$ cat src/rtl/dbg_brk_pkg.sv
package dbg_brk_pkg;
  localparam int REG_AW = 2;
  localparam int NCH    = 2;

  typedef enum logic [REG_AW-1:0] {
    RA_CTRL  = 2'd0,
    RA_COUNT = 2'd1,
    RA_CAUSE = 2'd2,
    RA_SPARE = 2'd3
  } reg_addr_e;

  localparam int CTRL_SEQ  = 0;
  localparam int CTRL_CNT  = 1;
  localparam int CTRL_POST = 2;
  localparam int CTRL_W    = 3;

  typedef struct packed {
    logic post_b;
    logic cnt_en;
    logic seq;
  } ctrl_t;
endpackage

$ cat src/rtl/dbg_brk_arm.sv
module dbg_brk_arm (
  input  logic clk,
  input  logic rst_n,
  input  logic seq,
  input  logic match_a,
  input  logic match_b,
  input  logic b_fire,
  output logic a_brk,
  output logic b_qual,
  output logic armed
);
  logic armed_d;

  // Order mode: A only arms, and a B break disarms (disarm beats a same-cycle A).
  assign armed_d = seq && !b_fire && (armed || match_a);
  assign a_brk   = !seq && match_a;
  assign b_qual  = match_b && (!seq || armed);

  always_ff @(posedge clk or negedge rst_n) begin
    if (!rst_n) armed <= 1'b0;
    else        armed <= armed_d;
  end
endmodule

$ cat src/rtl/dbg_brk_counter.sv
module dbg_brk_counter #(
  parameter int CNT_VALID_W = 12
) (
  input  logic                   clk,
  input  logic                   rst_n,
  input  logic                   load,
  input  logic [CNT_VALID_W-1:0] load_val,
  input  logic                   cnt_en,
  input  logic                   b_qual,
  output logic                   b_fire,
  output logic [CNT_VALID_W-1:0] cnt
);
  localparam logic [CNT_VALID_W-1:0] ONE  = CNT_VALID_W'(1);
  localparam logic [CNT_VALID_W-1:0] ZERO = '0;

  logic at_last, nonzero, dec;

  assign at_last = (cnt == ONE);
  assign nonzero = (cnt != ZERO);
  assign dec     = cnt_en && b_qual && nonzero;
  assign b_fire  = b_qual && (!cnt_en || at_last);

  always_ff @(posedge clk or negedge rst_n) begin
    if (!rst_n)   cnt <= ZERO;
    else if (load) cnt <= load_val;
    else if (dec)  cnt <= cnt - ONE;
  end
endmodule

$ cat src/rtl/dbg_brk_timing.sv
module dbg_brk_timing (
  input  logic clk,
  input  logic rst_n,
  input  logic post,
  input  logic b_fire,
  input  logic insn_done,
  output logic b_brk,
  output logic pend
);
  logic pend_d;

  assign pend_d = (post && b_fire) || (pend && !insn_done);
  assign b_brk  = (!post && b_fire) || (pend && insn_done);

  always_ff @(posedge clk or negedge rst_n) begin
    if (!rst_n) pend <= 1'b0;
    else        pend <= pend_d;
  end
endmodule

$ cat src/rtl/dbg_brk_regs.sv
module dbg_brk_regs
  import dbg_brk_pkg::*;
#(
  parameter int DATA_W      = 16,
  parameter int CNT_VALID_W = 12
) (
  input  logic                      clk,
  input  logic                      rst_n,
  input  logic                      we,
  input  logic [REG_AW-1:0]         addr,
  input  logic [DATA_W-1:0]         wdata,
  input  logic [NCH-1:0]            cause_set,
  input  logic [CNT_VALID_W-1:0]    cnt,
  output ctrl_t                     ctrl,
  output logic                      cnt_load,
  output logic [CNT_VALID_W-1:0]    cnt_load_val,
  output logic [NCH-1:0]            cause,
  output logic [DATA_W-1:0]         rdata
);
  logic wr_ctrl, wr_cause;
  logic unused_wdata_hi;

  assign wr_ctrl      = we && (addr == RA_CTRL);
  assign wr_cause     = we && (addr == RA_CAUSE);
  assign cnt_load     = we && (addr == RA_COUNT);
  assign cnt_load_val = wdata[CNT_VALID_W-1:0];
  assign unused_wdata_hi = ^wdata[DATA_W-1:CNT_VALID_W];

  always_ff @(posedge clk or negedge rst_n) begin
    if (!rst_n)       ctrl <= '0;
    else if (wr_ctrl) ctrl <= ctrl_t'(wdata[CTRL_W-1:0]);
  end

  for (genvar i = 0; i < NCH; i++) begin : g_cause
    logic keep;
    assign keep = !(wr_cause && !wdata[i]);
    always_ff @(posedge clk or negedge rst_n) begin
      if (!rst_n) cause[i] <= 1'b0;
      else        cause[i] <= cause_set[i] || (cause[i] && keep);
    end
  end

  always_comb begin
    rdata = '0;
    unique case (reg_addr_e'(addr))
      RA_CTRL:  rdata = DATA_W'(ctrl);
      RA_COUNT: rdata = DATA_W'(cnt);
      RA_CAUSE: rdata = DATA_W'(cause);
      default:  rdata = '0;
    endcase
  end
endmodule

$ cat src/rtl/dbg_break_seq.sv
module dbg_break_seq
  import dbg_brk_pkg::*;
#(
  parameter int DATA_W      = 16,
  parameter int CNT_VALID_W = 12
) (
  input  logic              clk,
  input  logic              rst_n,
  input  logic              match_a,
  input  logic              match_b,
  input  logic              insn_done,
  input  logic              reg_we,
  input  logic [1:0]        reg_addr,
  input  logic [DATA_W-1:0] reg_wdata,
  output logic [DATA_W-1:0] reg_rdata,
  output logic              brk_req
);
  ctrl_t                  ctrl;
  logic                   armed, a_brk, b_qual, b_fire, b_brk, pend;
  logic                   cnt_load;
  logic [CNT_VALID_W-1:0] cnt, cnt_load_val;
  logic [NCH-1:0]         cause;

  dbg_brk_regs #(.DATA_W(DATA_W), .CNT_VALID_W(CNT_VALID_W)) u_regs (
    .clk(clk), .rst_n(rst_n), .we(reg_we), .addr(reg_addr), .wdata(reg_wdata),
    .cause_set({b_brk, a_brk}), .cnt(cnt), .ctrl(ctrl), .cnt_load(cnt_load),
    .cnt_load_val(cnt_load_val), .cause(cause), .rdata(reg_rdata)
  );

  dbg_brk_arm u_arm (
    .clk(clk), .rst_n(rst_n), .seq(ctrl.seq), .match_a(match_a), .match_b(match_b),
    .b_fire(b_fire), .a_brk(a_brk), .b_qual(b_qual), .armed(armed)
  );

  dbg_brk_counter #(.CNT_VALID_W(CNT_VALID_W)) u_cnt (
    .clk(clk), .rst_n(rst_n), .load(cnt_load), .load_val(cnt_load_val),
    .cnt_en(ctrl.cnt_en), .b_qual(b_qual), .b_fire(b_fire), .cnt(cnt)
  );

  dbg_brk_timing u_tim (
    .clk(clk), .rst_n(rst_n), .post(ctrl.post_b), .b_fire(b_fire),
    .insn_done(insn_done), .b_brk(b_brk), .pend(pend)
  );

  assign brk_req = a_brk || b_brk;
endmodule

$ cat config.mk
export PLATFORM = sky130hd
export DESIGN_NAME = dbg_break_seq
export DESIGN_NICKNAME = d
export VERILOG_FILES = /design/src/rtl/dbg_brk_pkg.sv /design/src/rtl/dbg_brk_arm.sv /design/src/rtl/dbg_brk_counter.sv /design/src/rtl/dbg_brk_timing.sv /design/src/rtl/dbg_brk_regs.sv /design/src/rtl/dbg_break_seq.sv
export SDC_FILE = /design/constraint.sdc
export NUM_CORES = 1
export LEC_CHECK = 0
export BUFFER_PORTS_ARGS = -buffer_cell sky130_fd_sc_hd__buf_2
export CORE_UTILIZATION = 25
export DETAILED_ROUTE_END_ITERATION = 8
export PLACE_DENSITY = 0.54
export REMOVE_ABC_BUFFERS = 1
export SETUP_SLACK_MARGIN = 0.02
export SLEW_MARGIN = 20
export SYNTH_ARGS = -nofsm -noshare
export SYNTH_HDL_FRONTEND = slang
export SYNTH_SLANG_ARGS = --single-unit
export TNS_END_PERCENT = 1
$ cat constraint.sdc
create_clock -name clk -period 2.2 [get_ports clk]
set_input_delay 0.44 -clock clk [delete_from_list [all_inputs] [get_ports clk]]
set_output_delay 0.44 -clock clk [all_outputs]
set_load 0.05 [all_outputs]
==> flow_summary.toml, run 1 <==
[run_status]
status = "complete, but fails checks"
failed_checks = "negative setup slack"

[clocking]
cts-root-buf = "clkbuf_8"
htree_levels = 1
cts_tree = "built"
clock_sink_count = 19
cts-root-to-sink-buffers = 2
later_pin_clock_latency_in_the_skew_report_ns = 0.26
clkSlewWorstSetupHoldPaths_ns = 0.07
cts_inserted_buffers = 3
hold_buffers = 0

[critical_path]
critical_path.max_stage_delay_ns = 0.43
cp_cell_sequence = "nor4_4 > nand4_1 > a21o_1 > o211ai_1 > buf_4"
worst_path_max_delay_cell = "dfrtp_1"
cp-start-kind = "register"
critical_path.endpoint_type = "output port"
critical_path_required_time_ns = 1.76
setup.worst_path.class = "reg -> out"
worstPathArrival_ns = 1.77
crit_path_max_fanout = 3

[yosys]
synthCells = 137
postSynth.asyncResetShare = 1.00
synth.distinct_cells = 32
synth_edf_count = 0
synth-seq-area-share = 0.391
yosys_warnings = 0
synth.cell_area_um2 = 1220
synth_area_per_cell_um2 = 8.89
synth-main-ff-cell = "dfrtp_1"
register_bit_total_from_synthesis = 19

[timing]
finalHoldViolations = 0
clock.fmax_mhz = 453
final_min_period_over_clock_period = 1.00
timing.final.setup_violations = 1
worst_hold_margin_ns = 0.123
finalClockSkew_ns = 0.00105
setup_ws_ns = -0.00570
timing.final.max_slew_violations = 0
timing.final.crit_period_ns = 2.21
rsz0062_at_grt = "yes"

[power]
pwr_density_cell_nw_per_um2 = 827
vdd.ir_drop.worst_mv = 0.181
static-leakage-power_nw = 0.691

[final_layout]
synth_to_final_area_change_pct = 29.5
nFillCells = 506
finalNetCount = 209
multi_input_comb_area_um2 = 724
layout-drive-gt1-share = 0.315
seq_area_um2 = 475
num_antenna_cells = 0

[detailed_routing]
vias_per_cell = 4.63
firstDrtPassIters = 4
totalWireLength_um = 2840
route.detailed.drc = 0
detailroute.via_count = 1089
final_antenna_net_count = 0
drt-wirelength-per-cell_um = 12.1
drt_iter0_drc = 37

[place]
dp_hpwl_um = 2220
placement.io_buffers = 32
post-place-ws_ns = 0.0819
place.gp.congestion = 0.763

[global_route]
grt_pass1_wl_um = 4750
groute.usage.overall = 0.122
antenna_found_initial = 0
grt_max_degree = 20
grt_pass1_vias = 1009
grt-ovfl-total = 0

[flow_run]
drv.max_cap_violation_count = 0

[die]
core_area_um2 = 4690
ios = 41
starting_density = 0.259
die_width_um = 71.8
chipHeight_um = 71.8
row_count = 25
die-area_um2 = 5150

[hold_path]
hold_path_class = "in -> async"
==> metrics by stage <==
stage	instance area, µm²	power, mW	std cells	setup TNS (ns)	utilization
after floorplan	1190	0.874	133	-0.238	-
after global placement	1500	1.03	230	0	0.319
after detailed placement	1500	1.04	230	0	0.319
after CTS	1560	1.30	235	-0.0690	0.332
after global routing	1580	1.41	235	-0.126	0.336
final	1580	1.30	235	-0.00570	0.336
==> sequential cells by signal, summed over array words and instances (netlist names) <==
name,cells
u_cnt.cnt,12
u_regs.ctrl,3
u_regs.cause,2
u_arm.armed,1
u_tim.pend,1
==> report_power, final <==
part	switching [mW]	internal, mW	leakage [nW]
Combinational	0.313	0.209	0.454
Sequential	0.100	0.435	0.214
Clock	0.117	0.129	0.0228
Total	0.530	0.774	0.691
==> cells in the mapped netlist, drive strengths merged, types with 4 or more instances <==
cell type	n	area, µm²
mux2i	4	40.0
a21oi	12	60.1
xor2	6	52.6
nand3	5	25.0
and2	10	62.6
nor4	4	37.5
dfrtp	19	475
mux2	4	45.0
nand2	10	37.5
nor2	18	67.6
buf	4	30.0
o21ai	7	35.0
==> critical path: cells and delay by family (launching register included) <==
family / cells / cell delay (ns)
AOI/OAI and AO/OA: 2 / 0.38
buffers and inverters: 1 / 0.23
DFF: 1 / 0.43
and+or+nand+nor: 2 / 0.47
==> layout by cell type, fill, tap and decap left out <==
master / count
buf_2: 31
dfrtp_1: 19
nor2_1: 18
buf_4: 13
a21oi_1: 12
and2_1: 10
nand2_1: 10
o21ai_0: 7
xor2_1: 6
nand3_1: 5
mux2i_1: 4
mux2_2: 4
conb_1: 4
inv_1: 3
nor2b_1: 3
nand4_1: 3
nand2b_1: 3
ha_1: 3
clkbuf_8: 3
nor4_4: 2
o211ai_1: 2
a31oi_1: 2
xnor2_1: 2
a21o_1: 1
o31ai_1: 1
or3_1: 1
or4b_4: 1
nor3b_1: 1
or2_2: 1
nor4_1: 1
and3_1: 1
nor4b_4: 1
nor4_2: 1
nor3_1: 1
clkbuf_1: 1
==> what timing repair did <==
| item | in CTS | in global routing |
|---|---|---|
| setup buffers | 1 | 0 |
| pin swaps | 4 | 1 |
| resized for setup | 2 | 2 |
| endpoints found under the hold margin | 0 | 0 |
| setup endpoints to repair | 1 | 1 |
==> cells by family (layout without fill, tap and decap cells) <==
| logic type | count (synthesis) | after routing | synth area share |
|---|---|---|---|
| flops | 19 | 19 | 0.391 |
| buf+inv | 10 | 51 | 0.0432 |
| xor+xnor | 8 | 8 | 0.0576 |
| mux | 8 | 8 | 0.0699 |
| fa+ha+maj | 3 | 3 | 0.0308 |
| other cells | 1 | 4 | 0.00308 |
| simple gates | 63 | 63 | 0.292 |
| compound gates | 25 | 25 | 0.113 |
==> final cells by class <==
type | count | share of cell area
clock buffers | 4 | 0.0286
multi-input cells | 111 | 0.460
flip-flops and latches | 19 | 0.302
inverters | 3 | 0.00714
repair buffers | 44 | 0.160
well taps | 54 | 0.0429
==> per-layer routing <==
layer,GRT usage,vias to the layer above,wire length (µm)
li1,-,554,-
met1,0.151,508,1290
met2,0.200,22,1380
met3,0.0309,5,119
met4,0.0523,0,50
met5,0,-,0
==> path summary, 6_finish.rpt <==
path / startpoint / endpoint / slack, ns / cells after the start
setup / recovery: u_cnt.cnt[11]$_DFFE_PN0P_ / brk_req / -0.006 / 5
hold / removal: rst_n / u_regs.cause[0]$_DFF_PN0_ / 0.12 / 1
setup reg to reg: u_cnt.cnt[4]$_DFFE_PN0P_ / u_cnt.cnt[8]$_DFFE_PN0P_ / 0.17 / 5
hold reg to reg: u_regs.cause[0]$_DFF_PN0_ / u_regs.cause[0]$_DFF_PN0_ / 0.52 / 2
max in group asynchronous: rst_n / u_regs.ctrl[1]$_DFFE_PN0P_ / 1.77 / 1
min in group clk: insn_done / u_tim.pend$_DFF_PN0_ / 0.38 / 2
Power figures use the tool's default switching activity.
==> inputs of run 2 (changes only) <==
==> constraint.sdc (replaced) <==
create_clock -name clk -period 2.35 [get_ports clk]
set_input_delay 0.47 -clock clk [delete_from_list [all_inputs] [get_ports clk]]
set_output_delay 0.47 -clock clk [all_outputs]
set_load 0.05 [all_outputs]
==> flow_summary.toml, run 2 (synthesized netlist as in run 1, its figures left out) <==
[final_layout]
commonest_non_fill_non_tap_cell_in_the_layout = "buf_2"
multi_input_comb_area_um2 = 727
num_antenna_cells = 0
finalNetCount = 205
largest_register = "u_cnt.cnt"
flip_flop_count_of_the_largest_register_after_layout = 12
synth_to_final_area_change_pct = 27.5
reg.largest.list = "u_cnt.cnt x12, u_regs.ctrl x3, u_regs.cause x2"
layout-drive-gt1-share = 0.322
finish.cell_count_without_fillers = 231
seq_area_um2 = 478
post-route-cell-area_um2 = 1550
most-common-layout-cells = "buf_2 (31), nor2_1 (17), dfrtp_1 (17), a21oi_1 (12)"
nFillCells = 519

[timing]
finalHoldViolations = 0
worst_tran_pin_value_ns = 0.538
rsz0062_at_grt = "yes"
finalClockSkew_ns = 0.00593
final_setup_tns_ns = 0
timing.final.max_slew_violations = 0
timing.max_slew.rel_slack = 0.640
timing.final.crit_period_ns = 2.24
timing.final.setup_violations = 0
final_min_period_over_clock_period = 0.955
clock.fmax_mhz = 446

[place]
place.gp.congestion = 0.791
dp_hpwl_um = 2180
placedInstanceArea_um2 = 1470
numPlacedInstances = 226
placement.io_buffers = 32

[global_route]
busiest_layer = "met2"
groute.usage.overall = 0.113
grt_pass1_vias = 971
gr-usage-met1 = 0.141
grt_max_degree = 20
grt_pass1_wl_um = 4420
grt_use_met2 = 0.177
globalRouteMet3Util = 0.0323
grt-ovfl-total = 0
antenna_found_initial = 0

[critical_path]
setup.worst_path.class = "reg -> out"
worstRegToRegCells = 6
critical_path.max_stage_delay_ns = 0.45
critical_path_required_time_ns = 1.88
critical_path.endpoint_type = "output port"
worstPathArrival_ns = 1.77
cp_cell_sequence = "nor4_4 > nand4_1 > a21o_1 > o211ai_1 > buf_4"
r2r_start = "u_cnt.cnt[2]$_DFFE_PN0P_"
regToRegEndpoint = "u_cnt.cnt[8]$_DFFE_PN0P_"
worst_path_max_delay_cell = "dfrtp_2"
cp-start-kind = "register"
crit_path_max_fanout = 6
r2r_slack_ns = 0.20

[clocking]
clkSlewWorstSetupHoldPaths_ns = 0.08
cts-root-to-sink-buffers = 2
cts_tree = "built"
htree_levels = 1
cts-root-buf = "clkbuf_8"
later_pin_clock_latency_in_the_skew_report_ns = 0.26
cts_inserted_buffers = 3
clock_sink_count = 19

[detailed_routing]
totalWireLength_um = 2760
drt_iter0_drc = 22
route.detailed.drc = 0
final_antenna_net_count = 0
firstDrtPassIters = 4
vias_per_cell = 4.61
detailroute.via_count = 1066
drt-wirelength-per-cell_um = 11.9

[die]
row_count = 25
die-area_um2 = 5150
die_width_um = 71.8
ios = 41
core_area_um2 = 4690
starting_density = 0.259
chipHeight_um = 71.8

[power]
pwr_density_cell_nw_per_um2 = 776
vdd.ir_drop.worst_mv = 0.198
static-leakage-power_nw = 0.673

[hold_path]
hold_path_class = "in -> async"

[run_status]
status = "finished, final reports clean"

[flow_run]
drv.max_cap_violation_count = 0
-- run 2: worst max path at each step --
stage / end / from
2_1_floorplan: brk_req / u_cnt.cnt[2]$_DFFE_PN0P_
3_3_place_gp: brk_req / u_cnt.cnt[4]$_DFFE_PN0P_
3_5_place_dp: brk_req / u_cnt.cnt[4]$_DFFE_PN0P_
4_1_cts: brk_req / u_cnt.cnt[7]$_DFFE_PN0P_
5_1_grt: brk_req / u_cnt.cnt[5]$_DFFE_PN0P_
6_report: brk_req / u_cnt.cnt[5]$_DFFE_PN0P_
-- run 2: repair_timing --
| item | 4_1_cts | 5_1_grt |
|---|---|---|
| gates resized for setup | 3 | 4 |
| pin swaps | 0 | 3 |
| setup buffers | 0 | 1 |
| setup endpoints to repair | 1 | 1 |
| hold buffers | 0 | 0 |
-- run 2: power by group --
group | switching, mW | internal [mW]
logic | 0.278 | 0.183
registers | 0.104 | 0.409
clock network | 0.113 | 0.118
total | 0.495 | 0.710
-- run 2: routing by layer --
| layer | wire length [µm] | up-vias |
|---|---|---|
| li1 | - | 552 |
| met1 | 1280 | 489 |
| met2 | 1340 | 21 |
| met3 | 107 | 4 |
| met4 | 36 | 0 |
| met5 | 0 | - |
-- run 2: critical path: cells and delay by family (launching register included) --
kind            cells  cell delay, ns
flops               1            0.45
buf+inv             1            0.22
compound gates      2            0.37
simple gates        2            0.48
-- run 2: final cells by class --
cell class	count	area share
Clock buffer	3	0.0266
Clock inverter	1	0.00322
Inverter	3	0.00725
Multi-Input combinational cell	111	0.468
Sequential cell	19	0.308
Tap cell	54	0.0435
Timing Repair Buffer	40	0.143
-- run 2: metrics by stage --
stage	utilization	setup slack (ns)	hold slack, ns	power (mW)
floorplan	-	-0.118	0.174	0.819
global placement	0.313	0.215	0.445	0.948
detailed placement	0.313	0.212	0.446	0.954
CTS	0.326	0.0461	0.159	1.20
global route	0.331	-0.0132	0.170	1.30
finish	0.331	0.106	0.145	1.20
